[src/rtl/scan_wrap_pkg.sv]
`timescale 1ns/1ps
package scan_wrap_pkg;

  // Register groups in the flat numbering: left, right, plaintext.
  typedef enum logic [1:0] {GRP_LEFT, GRP_RIGHT, GRP_PLAIN} reg_grp_e;

  // Flat bit index held by a chain position (position 0 follows scan_in).
  // Bijective when len is a power of two and stride is odd.
  function automatic int unsigned chain_slot_src(input int unsigned pos,
                                                 input int unsigned len,
                                                 input int unsigned stride,
                                                 input int unsigned start);
    return (stride * pos + start) % len;
  endfunction

  function automatic reg_grp_e flat_group(input int unsigned idx,
                                          input int unsigned half);
    if (idx < half)          return GRP_LEFT;
    else if (idx < 2 * half) return GRP_RIGHT;
    else                     return GRP_PLAIN;
  endfunction

endpackage

[src/rtl/scan_mux_cell.sv]
`timescale 1ns/1ps
module scan_mux_cell (
  input  logic clk,
  input  logic rst,
  input  logic mode,
  input  logic si,
  input  logic fen,
  input  logic fd,
  output logic q
);

  always_ff @(posedge clk) begin
    if (rst)       q <= 1'b0;
    else if (mode) q <= si;
    else if (fen)  q <= fd;
  end

  // Shift edge takes the neighbour, never functional data.
  assert_shift_takes_si_R4: assert property (@(posedge clk) disable iff (rst)
    mode |=> (q == $past(si)));

  // Capture edge takes functional data.
  assert_capture_takes_d_R8: assert property (@(posedge clk) disable iff (rst)
    (!mode && fen) |=> (q == $past(fd)));

  // Idle functional edge holds.
  assert_idle_holds_R2: assert property (@(posedge clk) disable iff (rst)
    (!mode && !fen) |=> $stable(q));

endmodule

[src/rtl/scan_chain_core.sv]
`timescale 1ns/1ps
module scan_chain_core #(
  parameter int unsigned LEN    = 128,
  parameter int unsigned STRIDE = 73,
  parameter int unsigned START  = 12
) (
  input  logic           clk,
  input  logic           rst,
  input  logic           mode,
  input  logic           scan_in,
  input  logic [LEN-1:0] flat_d,
  input  logic [LEN-1:0] flat_en,
  output logic [LEN-1:0] flat_q,
  output logic           scan_out
);

  logic [LEN-1:0] chain_q;

  for (genvar p = 0; p < LEN; p++) begin : g_cell
    localparam int unsigned IDX =
      scan_wrap_pkg::chain_slot_src(p, LEN, STRIDE, START);
    logic si_w;
    if (p == 0) begin : g_head
      assign si_w = scan_in;
    end else begin : g_body
      assign si_w = chain_q[p-1];
    end
    scan_mux_cell u_cell (
      .clk  (clk),
      .rst  (rst),
      .mode (mode),
      .si   (si_w),
      .fen  (flat_en[IDX]),
      .fd   (flat_d[IDX]),
      .q    (chain_q[p])
    );
    assign flat_q[IDX] = chain_q[p];
  end

  assign scan_out = chain_q[LEN-1];

  // Tail cell output moves out one place per shift edge.
  assert_tail_advance_R6: assert property (@(posedge clk) disable iff (rst)
    mode |=> (scan_out == $past(chain_q[LEN-2])));

  // Head cell takes the serial input on shift edges.
  assert_head_loads_R4: assert property (@(posedge clk) disable iff (rst)
    mode |=> (chain_q[0] == $past(scan_in)));

endmodule

[src/rtl/key_hold_reg.sv]
`timescale 1ns/1ps
module key_hold_reg #(
  parameter int unsigned W = 64
) (
  input  logic         clk,
  input  logic         rst,
  input  logic         en,
  input  logic [W-1:0] d,
  output logic [W-1:0] q
);

  always_ff @(posedge clk) begin
    if (rst)     q <= '0;
    else if (en) q <= d;
  end

  assert_key_holds_R7: assert property (@(posedge clk) disable iff (rst)
    !en |=> $stable(q));

  assert_key_loads_R7: assert property (@(posedge clk) disable iff (rst)
    en |=> (q == $past(d)));

endmodule

[src/rtl/scan_reg_wrapper.sv]
`timescale 1ns/1ps
module scan_reg_wrapper #(
  parameter int unsigned DATA_W       = 64,
  parameter int unsigned KEY_W        = 64,
  parameter int unsigned ORDER_STRIDE = 73,
  parameter int unsigned ORDER_START  = 12
) (
  input  logic                  clk,
  input  logic                  rst,
  input  logic                  scan_mode,
  input  logic                  scan_in,
  output logic                  scan_out,
  input  logic                  pt_en,
  input  logic [DATA_W-1:0]     pt_d,
  output logic [DATA_W-1:0]     pt_q,
  input  logic                  lr_en,
  input  logic [DATA_W/2-1:0]   l_d,
  input  logic [DATA_W/2-1:0]   r_d,
  output logic [DATA_W/2-1:0]   l_q,
  output logic [DATA_W/2-1:0]   r_q,
  input  logic                  key_en,
  input  logic [KEY_W-1:0]      key_d,
  output logic [KEY_W-1:0]      key_q
);

  localparam int unsigned HALF      = DATA_W / 2;
  localparam int unsigned CHAIN_LEN = 2 * DATA_W;

  logic [CHAIN_LEN-1:0] flat_d, flat_en, flat_q;

  // Flat numbering: left low, then right, then plaintext.
  assign flat_d  = {pt_d, r_d, l_d};
  assign flat_en = {{DATA_W{pt_en}}, {DATA_W{lr_en}}};

  scan_chain_core #(
    .LEN    (CHAIN_LEN),
    .STRIDE (ORDER_STRIDE),
    .START  (ORDER_START)
  ) u_chain (
    .clk      (clk),
    .rst      (rst),
    .mode     (scan_mode),
    .scan_in  (scan_in),
    .flat_d   (flat_d),
    .flat_en  (flat_en),
    .flat_q   (flat_q),
    .scan_out (scan_out)
  );

  assign l_q  = flat_q[HALF-1:0];
  assign r_q  = flat_q[2*HALF-1:HALF];
  assign pt_q = flat_q[CHAIN_LEN-1:2*HALF];

  key_hold_reg #(.W(KEY_W)) u_key (
    .clk (clk),
    .rst (rst),
    .en  (key_en),
    .d   (key_d),
    .q   (key_q)
  );

  assert_reset_clears_R1: assert property (@(posedge clk)
    rst |=> (pt_q == '0 && l_q == '0 && r_q == '0 && key_q == '0 && !scan_out));

  // In shift mode the plaintext and round registers ignore their enables.
  assert_shift_ignores_load_R4: assert property (@(posedge clk) disable iff (rst)
    (scan_mode && pt_en && lr_en) |=> ($countones({pt_q, l_q, r_q}) ==
      $countones($past({pt_q, l_q, r_q})) - $past(scan_out) + $past(scan_in)));

endmodule

[config.mk]
export PLATFORM = sky130hd
export DESIGN_NAME = scan_reg_wrapper
export DESIGN_NICKNAME = d
export VERILOG_FILES = /design/src/rtl/scan_wrap_pkg.sv /design/src/rtl/scan_mux_cell.sv /design/src/rtl/scan_chain_core.sv /design/src/rtl/key_hold_reg.sv /design/src/rtl/scan_reg_wrapper.sv
export SDC_FILE = /design/constraint.sdc
export NUM_CORES = 1
export LEC_CHECK = 0
export ABC_AREA = 0
export CAP_MARGIN = 30
export CORE_MARGIN = 5
export CORE_UTILIZATION = 35
export DETAILED_ROUTE_END_ITERATION = 12
export PLACE_DENSITY_LB_ADDON = 0.15
export SLEW_MARGIN = 20
export SYNTH_ARGS = -nofsm -noshare
export SYNTH_HDL_FRONTEND = slang
export SYNTH_SLANG_ARGS = --single-unit
[constraint.sdc]
create_clock -name clk -period 0.9 [get_ports clk]
set_input_delay 0.09 -clock clk [delete_from_list [all_inputs] [get_ports clk]]
set_output_delay 0.09 -clock clk [all_outputs]
set_load 0.01 [all_outputs]
==> results.txt <==
Outcome = finished with violations
Failing checks = setup timing
Critical path's slowest cell = dfxtp_4
Area growth syn-to-layout = 65.74%
Tmin final = 1.004 ns
Startpoint types = flip-flop
Clk sink count = 192
WP data arrival = 1.31 ns
Endpoints failing hold = 0
Post-route DRC violation count = 0
CP top delay family = buffers and inverters
Worst-path cell chain = buf_4 -> buf_4 -> buf_4 -> nor2b_1 -> a211oi_1
Required @ worst endpoint = 1.20 ns
Sequential area share after synthesis = 41.86%
Avg Cell Area, Syn = 10.17 um2
Critical path's most frequent cell = buf_4
RD Place Congestion = 0.7645
Layout cells sized above 1 = 48.90%
Clock Tree Root = clkbuf_16
GRT Residual Overflow = 0
Worst Clk Skew = 0.01217 ns
Synth warn = 0
Pin slew with the least headroom to its limit = 0.3295 ns
CP Capture Type = flip-flop
Buf/Inv on CP = 3
Final Total Pwr = 22.63 mW
Drt pass-1 iters = 4
Initial Util = 35.43%
Core Footprint = 25910 um2
Reg power frac = 42.5%
Worst setup path category = reg2reg
First-pass GRT wire length = 45110 um
FF+latch count, synth = 192
Dpl hpwl = 23210 um
Synth Instances = 903
Final ANT Viol Nets = 0
IO Count = 392
Worst Path Max Fanout = 2
Post-DR wirelength/cell = 18.55 um
Post-Synthesis Cell Area = 9181 um2
Max-cap check violation count = 0
CTS buffer count = 17
Post-layout nets = 1508
Final worst slack = -0.1044 ns
RSZ-0062 raised after global routing = yes
Setup-failing EPs final = 196
Clock H-tree levels = 4
Die H = 172.0 um
Worst vdd ir = 857.1 uV
Hold_ws = 0.03852 ns
Post-Syn Nets = 1102
Full die area = 29570 um2
Class of the worst hold path = in2reg
PD cells = 1487 nW/um2
Worst slew margin = 77.96%
Pin count of the biggest net entering global routing = 58
Vias per cell = 4.678
LEAKAGE = 6.752 nW
Clk pwr share = 33.0%
Placed Area = 13840 um2
CTS tree = built
Final Max Tran Viols = 0
Fmax = 0.9956 GHz
DR vias = 7752
Post-Route WL = 30730 um
Die W = 172.0 um
GRT Overall Usage = 19.54%
Sw frac = 27.69%
Quantity of I/O buffers inserted on ports = 391
Iteration-0 DRC count of the detailed router = 185
Initial antenna violation count = 0
Fin area = 15220 um2
Net Sw Power = 6.265 mW
Share of total power in combinational logic = 24.5%
Clk buf depth = 2
Number of global-route vias before repair = 7899
Num rows = 59
Worst-path clk slew = 0.08 ns
CP max stage delay = 0.36 ns
Distinct cell type count after synthesis = 13
Tcrit/Tclk final = 111.6%
Clk_lat worst skew = 0.43 ns
Int Power = 16.36 mW
what timing repair did:
item                                    in CTS  in global routing
endpoints found under the setup margin     200                237
pin swaps                                    5                 28
hold endpoints to repair                     6                  0
gates resized for setup                   1193                 42
buffers inserted                            16                  8
hold buffers                                 1                  0
layer usage:
layer | share of wire, % | vias up | global-route usage [%]
met5 | 0 | - | 0
met4 | 1.8 | 0 | 5.400
met3 | 9.5 | 28 | 7.339
met2 | 49 | 264 | 33.66
met1 | 40 | 3642 | 22.84
li1 | - | 3818 | -
path summary, 6_finish.rpt:
kind / depth (start not counted) / start / to / slack, ns
hold / removal: 3 / rst / u_chain.g_cell[123].u_cell.q / 0.04
hold reg to reg: 2 / u_key.q[51] / u_key.q[51] / 0.50
setup / recovery: 5 / u_chain.g_cell[46].u_cell.q / u_chain.g_cell[47].u_cell.q / -0.10
setup reg to reg: 5 / u_chain.g_cell[46].u_cell.q / u_chain.g_cell[47].u_cell.q / -0.10
layout by cell type, fill, tap and decap left out:
master           Yosys  layout
mux2i_2              0       1
inv_6                0       2
inv_8                0       2
nor2b_2              0       3
buf_6                2     207
buf_12               0      32
diode_2              0       1
a211oi_2             1      26
dfxtp_4              0       4
nor2b_1            128     124
clkinv_8             0       2
inv_4                0       1
clkinv_4             0       5
mux2i_1            192     191
dlygate4sd3_1        0       1
buf_4              134     152
dfxtp_2              0     188
clkinvlp_4           0       1
clkdlybuf4s50_1      0     193
a211oi_1           127     102
nor2_1              64      64
clkbuf_8             0       1
clkbuf_16            0      17
nor2b_4              0       1
clkinv_2             0       1
kinds of logic after synthesis:
group | synth area share (%)
flip-flops | 41.86
multiplexers | 20.93
AO/OA/AOI/OAI | 10.52
AND/OR/NAND/NOR | 11.34
buffers and inverters | 15.34
cell type report:
type / instances / area, um2
diodes: 1 / 2.502
clock buffers: 18 / 439.2
clock inverters: 13 / 128.9
fillers: 2306 / 10690
inverters: 1 / 6.256
multi-input cells: 512 / 4073
flip-flops and latches: 192 / 4094
well taps: 335 / 419.2
repair buffers: 585 / 6055
power by group through the flow:
| stage | clock network [mW] | logic, mW | registers, mW |
|---|---|---|---|
| floorplan | 0 | 2.39 | 9.66 |
| global placement | 0 | 5.28 | 9.56 |
| detailed placement | 0 | 5.30 | 9.58 |
| CTS | 7.70 | 5.50 | 9.61 |
| global route | 7.99 | 5.96 | 9.69 |
| finish | 7.47 | 5.55 | 9.61 |
worst register-to-register path: stages (launching register included):
cell and delay, ns:
dfxtp_4 0.36, buf_4 0.13, buf_4 0.12, buf_4 0.12, nor2b_1 0.10, a211oi_1 0.05
flip-flops by register name, summed over array words and instances (netlist names):
register / flops
u_key.q: 64
u_chain.g_cell.u_cell.q: 128
cells in the mapped netlist:
master / instances / area share (%)
dfxtp_1: 192 / 42
mux2i_1: 192 / 21
buf_4: 134 / 11
nor2b_1: 128 / 8.7
a211oi_1: 127 / 10
nor2_1: 64 / 2.6
clkbuf_1: 32 / 1.3
buf_8: 12 / 2.0
buf_1: 11 / 0.45
buf_2: 7 / 0.38
buf_6: 2 / 0.25
a211oi_2: 1 / 0.14
inv_1: 1 / 0.041
stage by stage:
| step | setup slack (ns) | util (%) | std cells | TNS (ns) |
|---|---|---|---|---|
| after floorplan | 0.04298 | - | 903 | 0 |
| after global placement | -0.3098 | 53.41 | 1609 | -18.51 |
| after detailed placement | -0.2932 | 53.41 | 1609 | -20.08 |
| after CTS | -0.1218 | 57.96 | 1654 | -16.98 |
| after global routing | -0.1369 | 58.72 | 1656 | -20.09 |
| final | -0.1044 | 58.73 | 1657 | -11.87 |
Note: power is estimated with default switching activity, not from simulation.
